==> src/rtl/sec_alarm_pkg.sv <==
package sec_alarm_pkg;

  // Word index of the working registers inside the low window.
  typedef enum logic [2:0] {
    RI_COUNT  = 3'd0,
    RI_MATCH  = 3'd1,
    RI_LOAD   = 3'd2,
    RI_CTRL   = 3'd3,
    RI_ENABLE = 3'd4,
    RI_RAW    = 3'd5,
    RI_MASKED = 3'd6,
    RI_CLEAR  = 3'd7
  } reg_idx_e;

  typedef struct packed {
    logic wr_match;
    logic wr_load;
    logic wr_enable;
    logic wr_clear;
    logic rd;
  } reg_strobe_t;

  // Identification byte for word index i of the top window.
  function automatic logic [7:0] id_byte(input logic [2:0] i);
    case (i)
      3'd0:    return 8'h31;
      3'd1:    return 8'h10;
      3'd2:    return 8'h14;
      3'd3:    return 8'h00;
      3'd4:    return 8'h0D;
      3'd5:    return 8'hF0;
      3'd6:    return 8'h05;
      default: return 8'hB1;
    endcase
  endfunction

endpackage

==> src/rtl/sec_alarm_counter.sv <==
module sec_alarm_counter #(
  parameter int unsigned DATA_W = 32
) (
  input  logic              clk,
  input  logic              rst_n,
  input  logic              tick_sec,
  input  logic              ld_en,
  input  logic [DATA_W-1:0] ld_val,
  output logic [DATA_W-1:0] cnt_q,
  output logic [DATA_W-1:0] cnt_nxt,
  output logic [DATA_W-1:0] load_q,
  output logic              cnt_moved
);

  // Modular successor; the carry out of the top bit is dropped.
  function automatic logic [DATA_W-1:0] wrap_inc(input logic [DATA_W-1:0] v);
    logic [DATA_W:0] wide;
    wide = {1'b0, v} + {{DATA_W{1'b0}}, 1'b1};
    return wide[DATA_W-1:0];
  endfunction

  always_comb begin
    if (ld_en)         cnt_nxt = ld_val;
    else if (tick_sec) cnt_nxt = wrap_inc(cnt_q);
    else               cnt_nxt = cnt_q;
  end

  assign cnt_moved = ld_en | tick_sec;

  always_ff @(posedge clk) begin
    if (!rst_n) begin
      cnt_q  <= '0;
      load_q <= '0;
    end else begin
      cnt_q <= cnt_nxt;
      if (ld_en) load_q <= ld_val;
    end
  end

endmodule

==> src/rtl/sec_alarm_match.sv <==
module sec_alarm_match #(
  parameter int unsigned DATA_W = 32
) (
  input  logic              clk,
  input  logic              rst_n,
  input  logic              match_wr,
  input  logic [DATA_W-1:0] match_wdata,
  input  logic [DATA_W-1:0] cnt_nxt,
  input  logic              cnt_moved,
  input  logic              enable_wr,
  input  logic              enable_bit,
  input  logic              clear_wr,
  output logic [DATA_W-1:0] match_q,
  output logic              flag_q,
  output logic              enable_q,
  output logic              match_evt,
  output logic              irq
);

  logic [DATA_W-1:0] match_nxt;

  // Distance from count to match, wrapping; zero means they meet.
  function automatic logic [DATA_W-1:0] gap(input logic [DATA_W-1:0] m,
                                           input logic [DATA_W-1:0] c);
    return m - c;
  endfunction

  assign match_nxt = match_wr ? match_wdata : match_q;
  // Only a change of count or match can create a fresh meeting.
  assign match_evt = (cnt_moved | match_wr) && (gap(match_nxt, cnt_nxt) == '0);

  always_ff @(posedge clk) begin
    if (!rst_n) begin
      match_q  <= '0;
      flag_q   <= 1'b0;
      enable_q <= 1'b0;
    end else begin
      match_q <= match_nxt;
      if (enable_wr) enable_q <= enable_bit;
      if (match_evt)     flag_q <= 1'b1;
      else if (clear_wr) flag_q <= 1'b0;
    end
  end

  assign irq = flag_q & enable_q;

endmodule

==> src/rtl/sec_alarm_regs.sv <==
module sec_alarm_regs
  import sec_alarm_pkg::*;
#(
  parameter int unsigned DATA_W = 32,
  parameter int unsigned ADDR_W = 12
) (
  input  logic              clk,
  input  logic              rst_n,
  input  logic              bus_sel,
  input  logic              bus_we,
  input  logic [ADDR_W-1:0] bus_addr,
  input  logic [DATA_W-1:0] cnt_q,
  input  logic [DATA_W-1:0] match_q,
  input  logic [DATA_W-1:0] load_q,
  input  logic              enable_q,
  input  logic              flag_q,
  output reg_strobe_t       strb,
  output logic [DATA_W-1:0] bus_rdata
);

  localparam int unsigned WIN_LSB = 5;
  localparam int unsigned PAGE_W  = ADDR_W - WIN_LSB;

  logic [PAGE_W-1:0] page;
  logic              in_regs;
  logic              in_id;
  reg_idx_e          idx;
  logic [DATA_W-1:0] rd_mux;

  assign page    = bus_addr[ADDR_W-1:WIN_LSB];
  assign in_regs = (page == '0);
  assign in_id   = (page == '1);
  assign idx     = reg_idx_e'(bus_addr[WIN_LSB-1:2]);

  always_comb begin
    strb           = '0;
    strb.rd        = bus_sel & ~bus_we;
    if (bus_sel && bus_we && in_regs) begin
      strb.wr_match  = (idx == RI_MATCH);
      strb.wr_load   = (idx == RI_LOAD);
      strb.wr_enable = (idx == RI_ENABLE);
      strb.wr_clear  = (idx == RI_CLEAR);
    end
  end

  always_comb begin
    rd_mux = '0;
    if (in_regs) begin
      case (idx)
        RI_COUNT:  rd_mux = cnt_q;
        RI_MATCH:  rd_mux = match_q;
        RI_LOAD:   rd_mux = load_q;
        RI_CTRL:   rd_mux = DATA_W'(1);
        RI_ENABLE: rd_mux = DATA_W'(enable_q);
        RI_RAW:    rd_mux = DATA_W'(flag_q);
        RI_MASKED: rd_mux = DATA_W'(flag_q & enable_q);
        default:   rd_mux = '0;
      endcase
    end else if (in_id) begin
      rd_mux = DATA_W'(id_byte(bus_addr[WIN_LSB-1:2]));
    end
  end

  always_ff @(posedge clk) begin
    if (!rst_n)       bus_rdata <= '0;
    else if (strb.rd) bus_rdata <= rd_mux;
  end

endmodule

==> src/rtl/sec_alarm_rtc.sv <==
module sec_alarm_rtc
  import sec_alarm_pkg::*;
#(
  parameter int unsigned DATA_W = 32,
  parameter int unsigned ADDR_W = 12
) (
  input  logic              clk,
  input  logic              rst_n,
  input  logic              tick_sec,
  input  logic              bus_sel,
  input  logic              bus_we,
  input  logic [ADDR_W-1:0] bus_addr,
  input  logic [DATA_W-1:0] bus_wdata,
  output logic [DATA_W-1:0] bus_rdata,
  output logic              irq
);

  reg_strobe_t       strb;
  logic [DATA_W-1:0] cnt_q;
  logic [DATA_W-1:0] cnt_nxt;
  logic [DATA_W-1:0] load_q;
  logic [DATA_W-1:0] match_q;
  logic              cnt_moved;
  logic              flag_q;
  logic              enable_q;
  logic              match_evt;

  sec_alarm_regs #(.DATA_W(DATA_W), .ADDR_W(ADDR_W)) u_regs (
    .clk      (clk),
    .rst_n    (rst_n),
    .bus_sel  (bus_sel),
    .bus_we   (bus_we),
    .bus_addr (bus_addr),
    .cnt_q    (cnt_q),
    .match_q  (match_q),
    .load_q   (load_q),
    .enable_q (enable_q),
    .flag_q   (flag_q),
    .strb     (strb),
    .bus_rdata(bus_rdata)
  );

  sec_alarm_counter #(.DATA_W(DATA_W)) u_cnt (
    .clk      (clk),
    .rst_n    (rst_n),
    .tick_sec (tick_sec),
    .ld_en    (strb.wr_load),
    .ld_val   (bus_wdata),
    .cnt_q    (cnt_q),
    .cnt_nxt  (cnt_nxt),
    .load_q   (load_q),
    .cnt_moved(cnt_moved)
  );

  sec_alarm_match #(.DATA_W(DATA_W)) u_match (
    .clk        (clk),
    .rst_n      (rst_n),
    .match_wr   (strb.wr_match),
    .match_wdata(bus_wdata),
    .cnt_nxt    (cnt_nxt),
    .cnt_moved  (cnt_moved),
    .enable_wr  (strb.wr_enable),
    .enable_bit (bus_wdata[0]),
    .clear_wr   (strb.wr_clear),
    .match_q    (match_q),
    .flag_q     (flag_q),
    .enable_q   (enable_q),
    .match_evt  (match_evt),
    .irq        (irq)
  );

endmodule

==> config.mk <==
export PLATFORM = sky130hd
export DESIGN_NAME = sec_alarm_rtc
export DESIGN_NICKNAME = d
export VERILOG_FILES = /design/src/rtl/sec_alarm_pkg.sv /design/src/rtl/sec_alarm_counter.sv /design/src/rtl/sec_alarm_match.sv /design/src/rtl/sec_alarm_regs.sv /design/src/rtl/sec_alarm_rtc.sv
export SDC_FILE = /design/constraint.sdc
export NUM_CORES = 1
export LEC_CHECK = 0
export ABC_CLOCK_PERIOD_IN_PS = 7400
export BUFFER_PORTS_ARGS = -buffer_cell sky130_fd_sc_hd__buf_2
export CAP_MARGIN = 20
export CORE_ASPECT_RATIO = 1.2
export CORE_UTILIZATION = 60
export DETAILED_ROUTE_END_ITERATION = 7
export PLACE_DENSITY_LB_ADDON = 0.05
export SLEW_MARGIN = 30
export SYNTH_ARGS = -nofsm -noshare
export SYNTH_HDL_FRONTEND = slang
export SYNTH_SLANG_ARGS = --single-unit
==> constraint.sdc <==
create_clock -name clk -period 7.4 [get_ports clk]
set_clock_uncertainty 0.15 [all_clocks]
set_input_delay 1.48 -clock clk [delete_from_list [all_inputs] [get_ports clk]]
set_output_delay 1.48 -clock clk [all_outputs]
set_load 0.01 [all_outputs]
==> results_dict.tcl, run 1 <==
set metrics [dict create \
    die_h_um 133 \
    reg2reg_slack_ns 1.91 \
    max_cap_violations 0 \
    nFillCells 1192 \
    cp_top_family "simple AND/OR/NAND/NOR gates" \
    dieArea_um2 14700 \
    synth_xor_xnor_area_share_pct 4.57 \
    cp_data_arrival_time_ns 6.36 \
    drtIter0Drc 666 \
    grt.total_usage_pct 33.3 \
    fin_util_pct 69.4 \
    yosysTopAreaCell "dfxtp_1" \
    status "completed" \
    ioPinCount 82 \
    rows 47 \
    wire_per_inst_um 17.8 \
    worst_pin_slew_ns 0.839 \
    crit_type "primary input to flip-flop" \
    crit_fanout 37 \
    power.density_nw_per_um2 177 \
    fin_cells 1352 \
    tns_ns 0 \
    grt_pass1_vias 7756 \
    io_buffers 79 \
    syn2layout_area_growth_pct 12.3 \
    synth_top_family_by_area "simple AND/OR/NAND/NOR gates" \
    antenna_found_initial 0 \
    min_period_ns 6.15 \
    setup_viol 0 \
    synthAdderAreaFrac_pct 4.35 \
    slowest_stage "or4_4" \
    drive_gt1_share_pct 12.5 \
    dr.pass1.iters 5 \
    clockBufferDepth 2 \
    h-tree-depth 4 \
    grt_pass1_wl_um 38900 \
    grt_max_degree 101 \
    critPathCaptureType "flip-flop" \
    vias_per_cell 6.07 \
    rsz0062_at_grt "no" \
    slew_headroom_pct 43.4 \
    path_buf_inv 1 \
    synth.avg_cell_area_um2 7.56 \
    r2r-start "u_cnt.cnt_q[0]" \
    ir_drop_mv 0.182 \
    multi_input_area_um2 5650 \
    static-leakage-power_nw 3.91 \
    gp_congestion 0.915 \
    num-nets-final 1245 \
    r2r-end "u_match.flag_q" \
    hold_start "u_regs.bus_rdata[12]" \
    power_w 0.00170 \
    dpl.hpwl_um 17200 \
    coreArea_um2 13800 \
    synth-main-ff-cell "dfxtp_1" \
    synth_compound_area_share_pct 22.3 \
    dp.cells 1320 \
    synth_async_sr_flop_share_pct 0 \
    start_util_pct 61.8 \
    fin_area_um2 9590 \
    min_path_type "flip-flop to flip-flop" \
    yosysWarnings 0 \
    cts_setup_buffers 0 \
    postRouteAntennaNets 0 \
    drc 0 \
    netlist.area_leader.share_pct 30.5 \
    wirelength_um 24100 \
    root_buffer "clkbuf_16" \
    clk_pin_slew_ns 0.06 \
    cp.required_ns 7.61 \
    muxShareOfSynthArea_pct 5.19 \
    cts.repair.resized 0 \
    regArea_um2 2600 \
    clock_latency_ns 0.43 \
    synth_nets 1206 \
    antenna_cells 0 \
    synth_seq_cells 130 \
    cts_tree "yes" \
    netlist_area_um2 8540 \
    synth.area.top_cells "dfxtp_1 30%, nand2_1 11%, a21boi_0 5.4%" \
    yosys.area_share.simple_pct 29.3 \
    crit_path_cell_trace "buf_2, or4_4, or4_4, nand2_1, nand2_1, ha_1, nor2b_1, o31a_1, a211oi_1, nor3_1, maj3_2, a21oi_4, nor3_2, o311a_1, a2111o_1, a221oi_2, nand4_1, o21ai_1" \
    route.vias.total 8205 \
    period_share_pct 83.2 \
    max_freq_ghz 0.162 \
    synth_edf_count 0 \
    hold_path_depth 2 \
    hold_buffers 0 \
    synth_cell_type_count 69 \
    critPathMaxStageDelay_ns 0.81 \
    synthCells 1129 \
    seq_area_frac_synth_pct 30.5 \
    placed_cell_area_um2 9000 \
    fp.dieW_um 111 \
    hold_violations 0 \
    cts_made_buffers 17 \
    start_kind "primary input" \
    min_to "u_regs.bus_rdata[12]" \
    clkSinkCount 130 \
    final-max-slew-violation-count 0 \
    worstRegToRegCells 21 \
    grt_overflow 0 \
]
==> tightest hold or removal path, delay by kind of cell, from the launching register on <==
kind               cells  cell delay [ns]
and+or+nand+nor        1             0.04
DFF                    1             0.30
AOI/OAI and AO/OA      1             0.06
==> registers in the layout (all words and copies together), names as in the netlist <==
| name | cells |
|---|---|
| u_match.enable_q | 1 |
| u_cnt.cnt_q | 32 |
| u_match.flag_q | 1 |
| u_cnt.load_q | 32 |
| u_match.match_q | 32 |
| u_regs.bus_rdata | 32 |
==> metal layers <==
layer | track usage, % | vias up | share of wire (%)
li1 | - | 4069 | -
met1 | 41.6 | 3816 | 43
met2 | 56.2 | 273 | 48
met3 | 5.54 | 47 | 5.7
met4 | 14.6 | 0 | 2.9
met5 | 0 | - | 0
==> through the flow <==
stage          hold slack [ns]  worst slack, ns
6_report                 0.308             1.25
2_1_floorplan            0.290             1.13
4_1_cts                  0.313             1.32
3_3_place_gp             0.299            0.933
5_1_grt                  0.335            0.977
3_5_place_dp             0.305            0.901
==> cells by family (layout without fill, tap and decap cells) <==
| group | after synthesis | count (layout) |
|---|---|---|
| XOR/XNOR | 43 | 43 |
| multiplexers | 44 | 44 |
| AND/OR/NAND/NOR | 523 | 523 |
| AO/OA/AOI/OAI | 276 | 276 |
| adder cells (fa/ha/maj) | 30 | 30 |
| flip-flops | 130 | 130 |
| buffers and inverters | 83 | 135 |
==> layout by cell type (no fill, tap or decap), types with 4 or more instances in the layout <==
| cell type | instances |
|---|---|
| xor2_1 | 17 |
| nand3_1 | 50 |
| and3_1 | 14 |
| xnor2_1 | 25 |
| clkbuf_16 | 17 |
| ha_1 | 28 |
| and2_1 | 35 |
| nor2_1 | 46 |
| nor4_1 | 13 |
| o21ai_0 | 55 |
| o22ai_1 | 4 |
| a21oi_1 | 41 |
| nand4_1 | 15 |
| o211ai_1 | 6 |
| inv_6 | 4 |
| nand2_1 | 246 |
| dfxtp_1 | 130 |
| o21a_1 | 33 |
| a31oi_1 | 7 |
| nor2b_1 | 38 |
| a21boi_0 | 61 |
| nand2b_1 | 9 |
| a211oi_1 | 9 |
| mux2i_1 | 42 |
| buf_4 | 11 |
| and4_1 | 4 |
| nor3_1 | 23 |
| inv_1 | 12 |
| a21o_1 | 11 |
| buf_2 | 79 |
| or3_1 | 5 |
| o211a_1 | 4 |
| o21bai_1 | 4 |
==> worst max path at each step <==
| stage | from | to | cells past startpoint |
|---|---|---|---|
| after floorplan | bus_addr[7] | u_match.flag_q | 20 |
| after global placement | bus_addr[7] | u_match.flag_q | 18 |
| after detailed placement | bus_addr[7] | u_match.flag_q | 18 |
| after CTS | bus_addr[7] | u_match.flag_q | 18 |
| after global routing | bus_addr[7] | u_match.flag_q | 18 |
| final | bus_addr[7] | u_match.flag_q | 18 |
==> layout make-up <==
type | instances | area share [%]
Clock buffer | 18 | 4.47
Timing Repair Buffer | 91 | 5.19
Tap cell | 171 | 2.23
Sequential cell | 130 | 27.1
Inverter | 12 | 0.470
Multi-Input combinational cell | 916 | 58.9
Clock inverter | 14 | 1.60
==> where the power goes <==
group	internal, W	leakage, nW	switching, W	total, W
combinational	0.0000641	2.58	0.0000911	0.000155
clock	0.000499	0.278	0.000341	0.000840
sequential	0.000702	1.05	0.00000243	0.000705
==> cells in the mapped netlist (all sizes together), types with 5 or more instances <==
cell type and instances:
a211oi 9, a21boi 61, a21o 11, a21oi 42, a31oi 7, and2 35
and3 14, buf 17, clkbuf 54, dfxtp 130, ha 28, inv 12
mux2i 42, nand2 247, nand2b 10, nand3 50, nand4 15, nor2 47
nor2b 40, nor3 24, nor4 17, o211ai 6, o21a 33, o21ai 58
o21bai 5, or3 5, xnor2 25, xor2 17
No activity file was read; power rests on OpenSTA's default activity.
==> run 2, diff against run 1 <==
- ABC_CLOCK_PERIOD_IN_PS: 7400 -> 5000
- CORE_UTILIZATION: 60 -> 55
- clock period: 7.4 -> 5 ns (I/O delays scaled with it)
==> results_dict.tcl, run 2 (same netlist as run 1, synthesis figures left out) <==
set metrics [dict create \
    drive_gt1_share_pct 25.9 \
    power.density_nw_per_um2 234 \
    fp.dieW_um 116 \
    crit_fanout 4 \
    worst_pin_slew_ns 0.790 \
    cp.required_ns 5.14 \
    crit_start "bus_addr[11]" \
    max_cap_violations 0 \
    cp_data_arrival_time_ns 5.27 \
    die_h_um 138 \
    grt_overflow 0 \
    cts_tree "yes" \
    num-nets-final 1411 \
    route.met2.wl_um 13600 \
    grt_pass1_vias 8723 \
    antenna_found_initial 0 \
    start_kind "primary input" \
    antenna_cells 0 \
    start_util_pct 56.6 \
    syn2layout_area_growth_pct 31.3 \
    p_seq_share_pct 39.7 \
    dieArea_um2 16000 \
    cts_made_buffers 17 \
    max_freq_ghz 0.195 \
    clock_latency_ns 0.43 \
    hold_buffers 0 \
    gp_congestion 0.954 \
    io_buffers 79 \
    setup_viol 1 \
    wl_met1_um 11500 \
    top_layer "met4" \
    clk_pin_slew_ns 0.06 \
    p_comb_share_pct 10.9 \
    period_share_pct 103 \
    wirelength_um 27700 \
    root_buffer "clkbuf_16" \
    final-max-slew-violation-count 0 \
    p_int_w 0.00198 \
    swShare_pct 24.4 \
    worst_slack_ns -0.132 \
    hold_violations 0 \
    r2r-start "u_cnt.cnt_q[0]" \
    vias_per_cell 5.85 \
    wl_met3_um 1660 \
    ioPinCount 82 \
    dr.pass1.iters 5 \
    pwr-share-clk_pct 49.4 \
    final_common_cell "nand2_1" \
    drc 0 \
    coreArea_um2 15100 \
    rsz0062_at_grt "yes" \
    crit_type "primary input to flip-flop" \
    status "finished with violations" \
    wire_per_inst_um 17.9 \
    min_path_type "flip-flop to flip-flop" \
    violations "setup timing" \
    drtIter0Drc 697 \
    static-leakage-power_nw 4.78 \
    hold_start "u_regs.bus_rdata[26]" \
    clockBufferDepth 2 \
    hold_slack_ns 0.307 \
    ir_drop_mv 0.208 \
    min_period_ns 5.13 \
    h-tree-depth 4 \
    final_cell_mix "239 x nand2_1, 166 x buf_4, 130 x dfxtp_1" \
    rows 49 \
    clkSinkCount 130 \
    p_sw_w 0.000642 \
    slew_headroom_pct 47.3 \
    grt_pass1_wl_um 44000 \
    power_w 0.00263 \
    critPathCaptureType "flip-flop" \
    postRouteAntennaNets 0 \
    grt_max_degree 131 \
    grt.total_usage_pct 35.5 \
    route.vias.total 9071 \
    dpl.hpwl_um 19900 \
]
## run 2: cell count changes in the layout (fill, tap and decap cells not counted), moves of 4 or more
cell     delta
buf_4     +155
ha_1       -10
buf_6       +8
ha_4        +7
nand2_1     -7
nand2_2     +7
a21oi_1     -4
## run 2: cell type report
class	instances	area (um2)
multi-input cells	916	5870
fillers	1204	3870
flip-flops and latches	130	2600
repair buffers	257	1820
clock buffers	21	460
well taps	204	255
clock inverters	11	154
inverters	12	45.0
## run 2: stage by stage
| step | utilization (%) | std cells | cell area [um2] | setup TNS (ns) | worst slack, ns |
|---|---|---|---|---|---|
| floorplan | - | 1129 | 8600 | -0.578 | -0.578 |
| global placement | 67.6 | 1506 | 10200 | -0.629 | -0.629 |
| detailed placement | 67.6 | 1506 | 10200 | -0.650 | -0.650 |
| CTS | 73.1 | 1546 | 11000 | -0.157 | -0.157 |
| global route | 74.3 | 1551 | 11200 | -0.211 | -0.211 |
| finish | 74.3 | 1551 | 11200 | -0.132 | -0.132 |
## run 2: critical path, cell delays in order
cell	delay (ns)
buf_6	0.09
or4_4	0.56
or4_4	0.49
buf_12	0.17
nand2_2	0.06
nand2_2	0.07
ha_4	0.24
nor2b_4	0.12
o31a_1	0.30
a211oi_2	0.22
nor3_2	0.09
maj3_2	0.34
a21oi_4	0.18
buf_4	0.15
o21ai_2	0.08
a211o_4	0.37
a2111oi_1	0.38
a31oi_1	0.08
nand4_1	0.17
o21ai_1	0.08
## run 2: final timing paths
check | endpoint | slack (ns) | cells after the start
max | u_match.flag_q | -0.13 | 20
min | u_regs.bus_rdata[26] | 0.31 | 2
max reg2reg | u_match.flag_q | 0.12 | 22
min reg2reg | u_regs.bus_rdata[26] | 0.31 | 2
## run 2: routing by layer
layer  vias up  GRT usage, %
met5         -             0
met3        74          6.18
met2       329          59.9
met4         0          14.7
li1       4397             -
met1      4271          44.0
## run 2: repair_timing
action	in CTS	in global routing
pin swaps	19	13
resized for setup	28	26
buffers inserted	8	6
setup endpoints to repair	1	1
## run 2: power by group through the flow
stage	registers (W)	logic [W]	clock network [W]
finish	0.00104	0.000286	0.00130
global route	0.00104	0.000307	0.00135
CTS	0.00104	0.000271	0.00131
detailed placement	0.00107	0.000260	0
global placement	0.00107	0.000259	0
floorplan	0.00107	0.000163	0
==> run 3, diff against run 2 <==
- MAX_ROUTING_LAYER: unset -> met4
- SKIP_LAST_GASP: unset -> 1
==> results_dict.tcl, run 3 (same netlist as run 1, synthesis figures left out) <==
set metrics [dict create \
    start_kind "primary input" \
    crit_type "primary input to flip-flop" \
    crit_fanout 8 \
    fp.dieW_um 116 \
    worst_slack_ns -0.197 \
    cts_tree "yes" \
    hold_slack_ns 0.309 \
    postRouteAntennaNets 0 \
    gp_congestion 0.959 \
    worst_pin_slew_ns 0.781 \
    grt_pass1_vias 8533 \
    slew_headroom_pct 48.0 \
    syn2layout_area_growth_pct 31.1 \
    antenna_cells 0 \
    setup_viol 1 \
    num-nets-final 1416 \
    critPathMostFrequentCell "buf_6" \
    crit_path_cell_trace "buf_2, or4_4, buf_6, nor4_4, buf_12, buf_4, o21a_1, ha_4, nor2b_4, o31a_1, a211oi_2, nor3_2, maj3_2, a21oi_4, buf_6, o21ai_4, a211o_4, a21o_1, a211oi_1, nand4_1, o21ai_1" \
    path_buf_inv 5 \
    grt_max_degree 131 \
    violations "setup timing" \
    period_share_pct 104 \
    dpl.hpwl_um 19800 \
    clockBufferDepth 2 \
    hold_violations 0 \
    tns_ns -0.197 \
    rows 49 \
    route.vias.total 9023 \
    wire_per_inst_um 17.8 \
    start_util_pct 56.6 \
    io_buffers 79 \
    power.density_nw_per_um2 238 \
    dr.pass1.iters 6 \
    drive_gt1_share_pct 25.6 \
    vias_per_cell 5.80 \
    min_period_ns 5.20 \
    status "finished with violations" \
    ioPinCount 82 \
    antenna_found_initial 0 \
    cp_top_family "compound AO/OA/AOI/OAI gates" \
    max_freq_ghz 0.192 \
    min_path_type "flip-flop to flip-flop" \
    cts_made_buffers 17 \
    root_buffer "clkbuf_16" \
    static-leakage-power_nw 4.82 \
    max_cap_violations 0 \
    slowest_stage "or4_4" \
    critPathCaptureType "flip-flop" \
    die_h_um 138 \
    final_cell_mix "245 x nand2_1, 173 x buf_4, 130 x dfxtp_1" \
    cp_data_arrival_time_ns 5.40 \
    rsz0062_at_grt "yes" \
    reg2reg_slack_ns 0.08 \
    grt_pass1_wl_um 43300 \
    dieArea_um2 16000 \
    grt_overflow 0 \
    drc 0 \
    clk_pin_slew_ns 0.06 \
    cp.required_ns 5.20 \
    ir_drop_mv 0.211 \
    critPathMaxStageDelay_ns 0.55 \
    final-max-slew-violation-count 0 \
    coreArea_um2 15100 \
    clock_latency_ns 0.43 \
    clkSinkCount 130 \
    drtIter0Drc 756 \
    h-tree-depth 4 \
    final_common_cell "nand2_1" \
    wirelength_um 27600 \
    grt.total_usage_pct 36.0 \
]
-- run 3: final timing paths --
path	endpoint	cells past startpoint	start
min reg2reg	u_regs.bus_rdata[11]	2	u_regs.bus_rdata[11]
max reg2reg	u_match.flag_q	22	u_cnt.cnt_q[0]
max	u_match.flag_q	21	bus_addr[7]
min	u_regs.bus_rdata[11]	2	u_regs.bus_rdata[11]
-- run 3: metal layers --
layer | routed length, um | GRT usage, % | up-vias
met5 | 0 | - | -
met4 | 754 | 14.6 | 0
met3 | 1650 | 6.31 | 61
met2 | 13500 | 57.8 | 322
met1 | 11800 | 44.2 | 4236
li1 | - | - | 4404
-- run 3: stage by stage --
stage	cell area, um2	setup slack [ns]	utilization (%)	cells	total power [W]
4_1_cts	11000	-0.114	72.7	1548	0.00265
3_5_place_dp	10300	-0.689	68.0	1511	0.00133
3_3_place_gp	10200	-0.648	68.0	1511	0.00133
2_1_floorplan	8600	-0.578	-	1129	0.00123
5_1_grt	11200	-0.327	74.2	1556	0.00275
6_report	11200	-0.197	74.2	1556	0.00267
-- run 3: layout make-up --
class | instances | area (um2)
fill | 1213 | 3890
sequential | 130 | 2600
timing repair buffer | 262 | 1840
clock inverter | 15 | 194
tap | 204 | 255
inverter | 12 | 45.0
multi-input combinational | 916 | 5830
clock buffer | 17 | 425
-- run 3: worst min-delay path: stages (launching register included) --
cell and delay [ns]:
dfxtp_1 0.30, nand2_1 0.04, a21boi_0 0.06
-- run 3: power breakdown --
group | internal (W) | switching (W)
Sequential | 0.00104 | 0.00000327
Clock | 0.000799 | 0.000523
Combinational | 0.000141 | 0.000160
Total | 0.00198 | 0.000686
-- run 3: repair_timing --
action	in CTS	in global routing
hold buffers	0	0
pin swaps	13	26
gates resized for setup	10	32
gates cloned	0	1
setup buffers	5	7
setup endpoints to repair	1	1
